File: config.mk
export PLATFORM = sky130hd
export DESIGN_NAME = fsk_tx_mod
export DESIGN_NICKNAME = d
export VERILOG_FILES = /design/src/rtl/fsk_tx_pkg.sv /design/src/rtl/fsk_baud_gen.sv /design/src/rtl/fsk_bit_src.sv /design/src/rtl/fsk_nco.sv /design/src/rtl/fsk_tx_mod.sv
export SDC_FILE = /design/constraint.sdc
export NUM_CORES = 1
export LEC_CHECK = 0
export ABC_CLOCK_PERIOD_IN_PS = 13550
export BUFFER_PORTS_ARGS = -buffer_cell sky130_fd_sc_hd__buf_2
export CELL_PAD_IN_SITES_DETAIL_PLACEMENT = 0
export CELL_PAD_IN_SITES_GLOBAL_PLACEMENT = 1
export CORE_MARGIN = 10
export CORE_UTILIZATION = 35
export CTS_BUF_LIST = sky130_fd_sc_hd__clkbuf_8
export DETAILED_ROUTE_END_ITERATION = 10
export PLACE_DENSITY_LB_ADDON = 0.1
export RECOVER_POWER = 50
export SLEW_MARGIN = 15
export SYNTH_ARGS = -nofsm -noshare
export SYNTH_HDL_FRONTEND = slang
export SYNTH_SLANG_ARGS = --single-unit
File: constraint.sdc
create_clock -name clk -period 13.55 [get_ports clk]
set_input_delay 1.355 -clock clk [delete_from_list [all_inputs] [get_ports clk]]
set_output_delay 1.355 -clock clk [all_outputs]
set_load 0.01 [all_outputs]
File: src/rtl/fsk_tx_pkg.sv
package fsk_tx_pkg;

    typedef enum logic [1:0] {
        PAT_DATA  = 2'b00,
        PAT_ALT   = 2'b01,
        PAT_MARK  = 2'b10,
        PAT_SPACE = 2'b11
    } pat_e;

    typedef enum logic [1:0] {
        CH_V21_ORIG = 2'd0,
        CH_V21_ANS  = 2'd1,
        CH_V23_MAIN = 2'd2,
        CH_V23_BACK = 2'd3
    } chan_e;

    localparam longint unsigned F_V21O_MARK  = 980;
    localparam longint unsigned F_V21O_SPACE = 1180;
    localparam longint unsigned F_V21A_MARK  = 1650;
    localparam longint unsigned F_V21A_SPACE = 1850;
    localparam longint unsigned F_MAIN_MARK  = 1300;
    localparam longint unsigned F_MAIN_SPACE = 2100;
    localparam longint unsigned F_BACK_MARK  = 390;
    localparam longint unsigned F_BACK_SPACE = 450;

    // rounded phase step for a tone of f_hz at sample rate fs_hz
    function automatic longint unsigned phase_inc(input longint unsigned f_hz,
                                                  input longint unsigned fs_hz,
                                                  input int unsigned acc_w);
        return ((f_hz << acc_w) + (fs_hz >> 1)) / fs_hz;
    endfunction

endpackage

File: src/rtl/fsk_baud_gen.sv
module fsk_baud_gen
    import fsk_tx_pkg::*;
#(
    parameter int BAUD_DIV = 576
) (
    input  logic  clk,
    input  logic  rst_n,
    input  chan_e chan,
    output logic  clk16,
    output logic  bit_tick
);
    localparam int CNT_W = $clog2(16 * BAUD_DIV + 1);
    localparam logic [CNT_W-1:0] TOP_FAST = CNT_W'(BAUD_DIV - 1);
    localparam logic [CNT_W-1:0] TOP_MID  = CNT_W'(4 * BAUD_DIV - 1);
    localparam logic [CNT_W-1:0] TOP_SLOW = CNT_W'(16 * BAUD_DIV - 1);

    typedef struct packed {
        logic [CNT_W-1:0] cnt;
        logic [3:0]       sub;
    } st_t;

    st_t              st_q, st_d;
    logic [CNT_W-1:0] top;
    logic             wrap;

    always_comb begin
        case (chan)
            CH_V23_MAIN: top = TOP_FAST;
            CH_V23_BACK: top = TOP_SLOW;
            default:     top = TOP_MID;
        endcase
        wrap = (st_q.cnt >= top);
        st_d = st_q;
        if (wrap) begin
            st_d.cnt = '0;
            st_d.sub = st_q.sub + 4'd1;
        end else begin
            st_d.cnt = st_q.cnt + 1'b1;
        end
    end

    always_ff @(posedge clk or negedge rst_n) begin
        if (!rst_n) st_q <= '0;
        else        st_q <= st_d;
    end

    assign clk16    = wrap;
    assign bit_tick = wrap && (st_q.sub == 4'hF);

    // the 16x strobe is a single-cycle pulse
    p_pulse_gap_r1: assert property (@(posedge clk) disable iff (!rst_n)
        clk16 |=> !clk16)
        else $error("16x strobe wider than one cycle");

endmodule

File: src/rtl/fsk_bit_src.sv
module fsk_bit_src
    import fsk_tx_pkg::*;
(
    input  logic clk,
    input  logic rst_n,
    input  pat_e pattern,
    input  logic txd,
    input  logic clk16,
    input  logic bit_tick,
    output logic tx_bit
);
    typedef struct packed {
        logic data;
        logic alt;
    } st_t;

    st_t st_q, st_d;

    always_comb begin
        st_d = st_q;
        if (clk16)    st_d.data = txd;
        if (bit_tick) st_d.alt  = ~st_q.alt;
        case (pattern)
            PAT_DATA:  tx_bit = st_q.data;
            PAT_ALT:   tx_bit = st_q.alt;
            PAT_MARK:  tx_bit = 1'b1;
            default:   tx_bit = 1'b0;
        endcase
    end

    always_ff @(posedge clk or negedge rst_n) begin
        if (!rst_n) st_q <= '{data: 1'b1, alt: 1'b1};
        else        st_q <= st_d;
    end

    p_data_hold_r6: assert property (@(posedge clk) disable iff (!rst_n)
        (!clk16 && pattern == PAT_DATA) |=> (pattern != PAT_DATA) || $stable(tx_bit))
        else $error("data bit moved between strobes");

    p_alt_flip_r7: assert property (@(posedge clk) disable iff (!rst_n)
        (bit_tick && pattern == PAT_ALT) |=> (pattern != PAT_ALT) || (tx_bit != $past(tx_bit)))
        else $error("alternating bit did not flip at bit boundary");

    p_alt_hold_r7: assert property (@(posedge clk) disable iff (!rst_n)
        (!bit_tick && pattern == PAT_ALT) |=> (pattern != PAT_ALT) || $stable(tx_bit))
        else $error("alternating bit flipped inside a bit");

endmodule

File: src/rtl/fsk_nco.sv
module fsk_nco
    import fsk_tx_pkg::*;
#(
    parameter int CLK_HZ     = 11059200,
    parameter int SAMPLE_DIV = 1152,
    parameter int PHASE_W    = 24,
    parameter int AMP_W      = 12,
    parameter int LUT_W      = 12
) (
    input  logic                    clk,
    input  logic                    rst_n,
    input  chan_e                   chan,
    input  logic                    tx_bit,
    input  logic                    tx_en,
    output logic signed [AMP_W-1:0] sample,
    output logic                    sample_vld
);
    localparam longint unsigned FS = longint'(CLK_HZ) / longint'(SAMPLE_DIV);
    localparam int SC_W   = $clog2(SAMPLE_DIV + 1);
    localparam int HALF_W = LUT_W - 1;
    localparam int PROD_W = 2 * HALF_W;
    localparam int SHIFT  = PROD_W - AMP_W;
    localparam int PEAK   = 1 << (AMP_W - 2);

    localparam logic [PHASE_W-1:0] INC_V21O_M = PHASE_W'(phase_inc(F_V21O_MARK,  FS, PHASE_W));
    localparam logic [PHASE_W-1:0] INC_V21O_S = PHASE_W'(phase_inc(F_V21O_SPACE, FS, PHASE_W));
    localparam logic [PHASE_W-1:0] INC_V21A_M = PHASE_W'(phase_inc(F_V21A_MARK,  FS, PHASE_W));
    localparam logic [PHASE_W-1:0] INC_V21A_S = PHASE_W'(phase_inc(F_V21A_SPACE, FS, PHASE_W));
    localparam logic [PHASE_W-1:0] INC_MAIN_M = PHASE_W'(phase_inc(F_MAIN_MARK,  FS, PHASE_W));
    localparam logic [PHASE_W-1:0] INC_MAIN_S = PHASE_W'(phase_inc(F_MAIN_SPACE, FS, PHASE_W));
    localparam logic [PHASE_W-1:0] INC_BACK_M = PHASE_W'(phase_inc(F_BACK_MARK,  FS, PHASE_W));
    localparam logic [PHASE_W-1:0] INC_BACK_S = PHASE_W'(phase_inc(F_BACK_SPACE, FS, PHASE_W));

    typedef struct packed {
        logic [SC_W-1:0]    scnt;
        logic [PHASE_W-1:0] phase;
        logic [AMP_W-1:0]   smp;
        logic               vld;
    } st_t;

    st_t                st_q, st_d;
    logic [PHASE_W-1:0] inc;
    logic [PHASE_W-1:0] phase_n;

    // two mirrored parabolas approximate one sine period
    function automatic logic [AMP_W-1:0] shape(input logic [PHASE_W-1:0] ph);
        logic [LUT_W-1:0]  idx;
        logic [HALF_W-1:0] x;
        logic [HALF_W:0]   rest;
        logic [AMP_W-1:0]  mag;
        idx  = ph[PHASE_W-1 -: LUT_W];
        x    = idx[HALF_W-1:0];
        rest = (HALF_W + 1)'(1 << HALF_W) - {1'b0, x};
        mag  = AMP_W'((PROD_W'(x) * PROD_W'(rest)) >> SHIFT);
        return idx[LUT_W-1] ? (AMP_W'(0) - mag) : mag;
    endfunction

    always_comb begin
        case ({chan, tx_bit})
            {CH_V21_ORIG, 1'b1}: inc = INC_V21O_M;
            {CH_V21_ORIG, 1'b0}: inc = INC_V21O_S;
            {CH_V21_ANS,  1'b1}: inc = INC_V21A_M;
            {CH_V21_ANS,  1'b0}: inc = INC_V21A_S;
            {CH_V23_MAIN, 1'b1}: inc = INC_MAIN_M;
            {CH_V23_MAIN, 1'b0}: inc = INC_MAIN_S;
            {CH_V23_BACK, 1'b1}: inc = INC_BACK_M;
            default:             inc = INC_BACK_S;
        endcase
        phase_n = st_q.phase + inc;
        st_d     = st_q;
        st_d.vld = 1'b0;
        if (st_q.scnt == SC_W'(SAMPLE_DIV - 1)) begin
            st_d.scnt  = '0;
            st_d.phase = phase_n;
            st_d.smp   = tx_en ? shape(phase_n) : '0;
            st_d.vld   = 1'b1;
        end else begin
            st_d.scnt = st_q.scnt + 1'b1;
        end
    end

    always_ff @(posedge clk or negedge rst_n) begin
        if (!rst_n) st_q <= '0;
        else        st_q <= st_d;
    end

    assign sample     = st_q.smp;
    assign sample_vld = st_q.vld;

    p_silent_r9: assert property (@(posedge clk) disable iff (!rst_n)
        ($past(!tx_en) && sample_vld) |-> (sample == '0))
        else $error("sample not zero while disabled");

    p_vld_single_r11: assert property (@(posedge clk) disable iff (!rst_n)
        sample_vld |=> !sample_vld)
        else $error("valid strobe wider than one cycle");

    p_hold_r11: assert property (@(posedge clk) disable iff (!rst_n)
        !sample_vld |-> $stable(sample))
        else $error("sample changed without a strobe");

    p_peak_r11: assert property (@(posedge clk) disable iff (!rst_n)
        (int'(sample) <= PEAK) && (int'(sample) >= -PEAK))
        else $error("sample magnitude above bound");

endmodule

File: src/rtl/fsk_tx_mod.sv
module fsk_tx_mod
    import fsk_tx_pkg::*;
#(
    parameter int CLK_HZ     = 11059200,
    parameter int BAUD_DIV   = 576,
    parameter int SAMPLE_DIV = 1152,
    parameter int PHASE_W    = 24,
    parameter int AMP_W      = 12,
    parameter int LUT_W      = 12
) (
    input  logic                    clk,
    input  logic                    rst_n,
    input  logic                    txd_i,
    input  logic                    v21_sel_i,
    input  logic                    orig_i,
    input  logic [1:0]              pattern_i,
    input  logic                    tx_en_i,
    output logic                    clk16_o,
    output logic signed [AMP_W-1:0] sample_o,
    output logic                    sample_vld_o
);
    chan_e chan;
    pat_e  pat;
    logic  bit_tick;
    logic  tx_bit;

    always_comb begin
        if (v21_sel_i) chan = orig_i ? CH_V21_ORIG : CH_V21_ANS;
        else           chan = orig_i ? CH_V23_MAIN : CH_V23_BACK;
        pat = pat_e'(pattern_i);
    end

    fsk_baud_gen #(
        .BAUD_DIV (BAUD_DIV)
    ) u_baud (
        .clk      (clk),
        .rst_n    (rst_n),
        .chan     (chan),
        .clk16    (clk16_o),
        .bit_tick (bit_tick)
    );

    fsk_bit_src u_bits (
        .clk      (clk),
        .rst_n    (rst_n),
        .pattern  (pat),
        .txd      (txd_i),
        .clk16    (clk16_o),
        .bit_tick (bit_tick),
        .tx_bit   (tx_bit)
    );

    fsk_nco #(
        .CLK_HZ     (CLK_HZ),
        .SAMPLE_DIV (SAMPLE_DIV),
        .PHASE_W    (PHASE_W),
        .AMP_W      (AMP_W),
        .LUT_W      (LUT_W)
    ) u_nco (
        .clk        (clk),
        .rst_n      (rst_n),
        .chan       (chan),
        .tx_bit     (tx_bit),
        .tx_en      (tx_en_i),
        .sample     (sample_o),
        .sample_vld (sample_vld_o)
    );

endmodule

==> results.md <==
* Outcome: complete, but fails checks
* Failing checks: capacitance limit, slew limit
* Tot GR Track Use at 0.144
* Layout cell share with drive strength beyond 1 at 0.0770
* Slew @ Worst Pin at ~3.8 ns
* Tcrit/Tclk final at 0.821
* Port-buffer cells at 21
* Final WL at around 21000 um
* Hold-fix buffers, CTS at 0
* Syn avg cell area at between 8 and 9 um2
* Clk sinks at 68
* FF-to-FF path depth at 38
* Clock period minus worst slack at 11.13 ns
* Vias in the first global route at just under 7000
* RSZ-0062 raised after global routing: false
* Post-CTS Setup Bufs at 0
* Vias at between 6000 and 7000
* CP top delay family: adder cells
* Sequential-to-total area share from yosys stat at 0.196
* Most common cell after layout, fill and taps aside: inv_1
* Distinct cell type count after synthesis at 68
* Critical-path top delay cell: or4b_4
* Synth async-reset ratio at 1.00
* GP Congestion at ~0.86
* Die Width at ~180 um
* Final setup fails at 0
* Most frequent cells in the layout: 137 x inv_1, 102 x ha_1, 99 x nor2_1
* WP data required at roughly 14 ns
* Min-Delay Path Class: flip-flop to flip-flop
* Number of placement rows at 57
* Pin count of the biggest net entering global routing at 69
* ANT cells at 0
* Worst setup SP type: primary input
* Top fanout value on the critical path at 11
* Largest stage delay, worst path at 0.56 ns
* Area Growth Syn to Fin at 7.62%
* Max clock buf depth at 2
* Remaining Overflow, GRT at 0
* Worst-Skew Late Latency at 0.37 ns
* Setup TNS at 0 ns
* Top Ports at 22
* DR iter-0 viols at between 300 and 400
* Top cell by count, worst path: fa_1
* Main flop type after synthesis: dfrtp_1
* Crit path DAT at roughly 11 ns
* Die footprint at roughly 32000 um2
* # resized after CTS at 0
* Crit. End Element: flip-flop
* Synthesized cell area at 8690 um2
* Worst Skew at between 0.01 and 0.015 ns
* Area after DPL at 9160 um2
* Buffers & Inverters on Critical Path at 7
* Number of synthesized flops with an enable pin at 0
* Max_cap viols at 1
* Critical path depth at 38
* Nets at between 1000 and 1500
* Final hold viol count at 0
* Synth Warn # at 0
* Worst-path clk slew at about 0.090 ns
* Slew Limit Fails at 69
* # fillers at roughly 2500
* First-pass GRT wire length at around 36000 um
* DRC viols at 0
* Gate Count Post-Synth at just under 1000
* Initial Util at 0.356
* Synthesized flop and latch total at 68
* Worst hold slack at between 0.4 and 0.5 ns
* R2R setup slack at between 2 and 3 ns
* Wire per inst at between 15 and 20 um
* H-tree Lvls at 3
* Setup Crit Path Kind: primary input to flip-flop
* Max-slew headroom at -1.57
* CTS buffer count at 9
* Hpwl dp at between 15000 and 20000 um
* Worst Hold Depth at 2
* Final Cell Area at just over 9000 um2
* Die Ht at around 180 um
* FMAX at around 0.09 GHz
* Placeable Area at 24400 um2
* Initial antenna violation count at 0
* Post-DRT Antenna Nets at 0
* CTS tree: done
* Clock Tree Root: clkbuf_8
* DRT Pass-1 Iters at 4
* Routed vias/inst at around 5
## registers in the layout, summed over array words and instances (netlist names)
| name | flops |
|---|---|
| u_nco.sample_vld | 1 |
| u_nco.sample | 12 |
| u_bits.st_q | 2 |
| u_baud.st_q | 18 |
| u_nco.st_q | 35 |
## kinds of logic after synthesis
kind of cell	after synthesis	synth area share
AOI/OAI and AO/OA	158	0.125
xor gates and xnor gates	68	0.0701
adders and majority gates	190	0.350
buffers and inverters	182	0.0844
DFF	68	0.196
muxes	7	0.00864
other	2	0.000864
and+or+nand+nor	306	0.166
## layer usage
metal / vias up / track usage / share of wire
met2: 67 / 0.244 / 0.50
li1: 3223 / - / -
met1: 3186 / 0.188 / 0.46
met4: 0 / 0.0375 / 0.018
met5: - / 0 / 0
met3: 22 / 0.0185 / 0.021
## path summary, 6_finish.rpt
check                                start               end
setup / recovery              pattern_i[1]  u_nco.sample[11]
hold / removal             u_nco.sample[3]   u_nco.sample[3]
setup reg to reg            u_bits.st_q[0]  u_nco.sample[11]
hold reg to reg            u_nco.sample[3]   u_nco.sample[3]
max in group asynchronous            rst_n   u_nco.sample[2]
min in group asynchronous            rst_n    u_nco.st_q[40]
## metrics by stage
| stage | cells | util | setup WS [ns] |
|---|---|---|---|
| after global placement | 1308 | 0.375 | 1.88 |
| final | 1324 | 0.383 | 2.42 |
| after detailed placement | 1308 | 0.375 | 2.01 |
| after floorplan | 989 | - | 2.99 |
| after global routing | 1324 | 0.383 | 1.63 |
| after CTS | 1324 | 0.384 | 2.38 |
## worst reg2reg max path, delay by kind of cell, from the launching register on
family | cells | cell delay [ns]
adders and majority gates | 8 | 3.69
and+or+nand+nor | 6 | 1.56
buffers and inverters | 7 | 0.63
xor gates and xnor gates | 1 | 0.32
AOI/OAI and AO/OA | 15 | 3.45
DFF | 1 | 0.54
muxes | 1 | 0.34
## synth_stat cells (all sizes together), types with 3 or more instances
cell	count	share of area
a211o	5	0.0050
a211oi	5	0.0075
a21o	13	0.011
a21oi	29	0.017
a31oi	4	0.0029
and2	6	0.0043
and3	10	0.0072
buf	21	0.015
clkbuf	20	0.0086
dfrtp	66	0.19
fa	88	0.20
ha	102	0.15
inv	139	0.060
mux2	4	0.0052
mux2i	3	0.0035
nand2	87	0.038
nand2b	35	0.025
nand3	18	0.010
nand4	7	0.0050
nor2	99	0.043
nor2b	7	0.0050
nor3	12	0.0069
nor3b	4	0.0035
nor4	5	0.0036
o211ai	5	0.0049
o21a	10	0.0086
o21ai	44	0.026
o21bai	6	0.0056
o31a	3	0.0030
o31ai	19	0.018
or2	7	0.0050
xnor2	40	0.040
xor2	27	0.027
## layout make-up
class	instances	area, um2	area share
multi-input cells	739	6300	0.673
flip-flops and latches	68	1700	0.182
inverters	141	529	0.0566
well taps	324	405	0.0434
repair buffers	36	216	0.0231
clock buffers	9	124	0.0132
clock inverters	7	75.1	0.00803
Power is not shown: default switching activity piles up to over one toggle a cycle in this logic, so the estimate is an artifact.
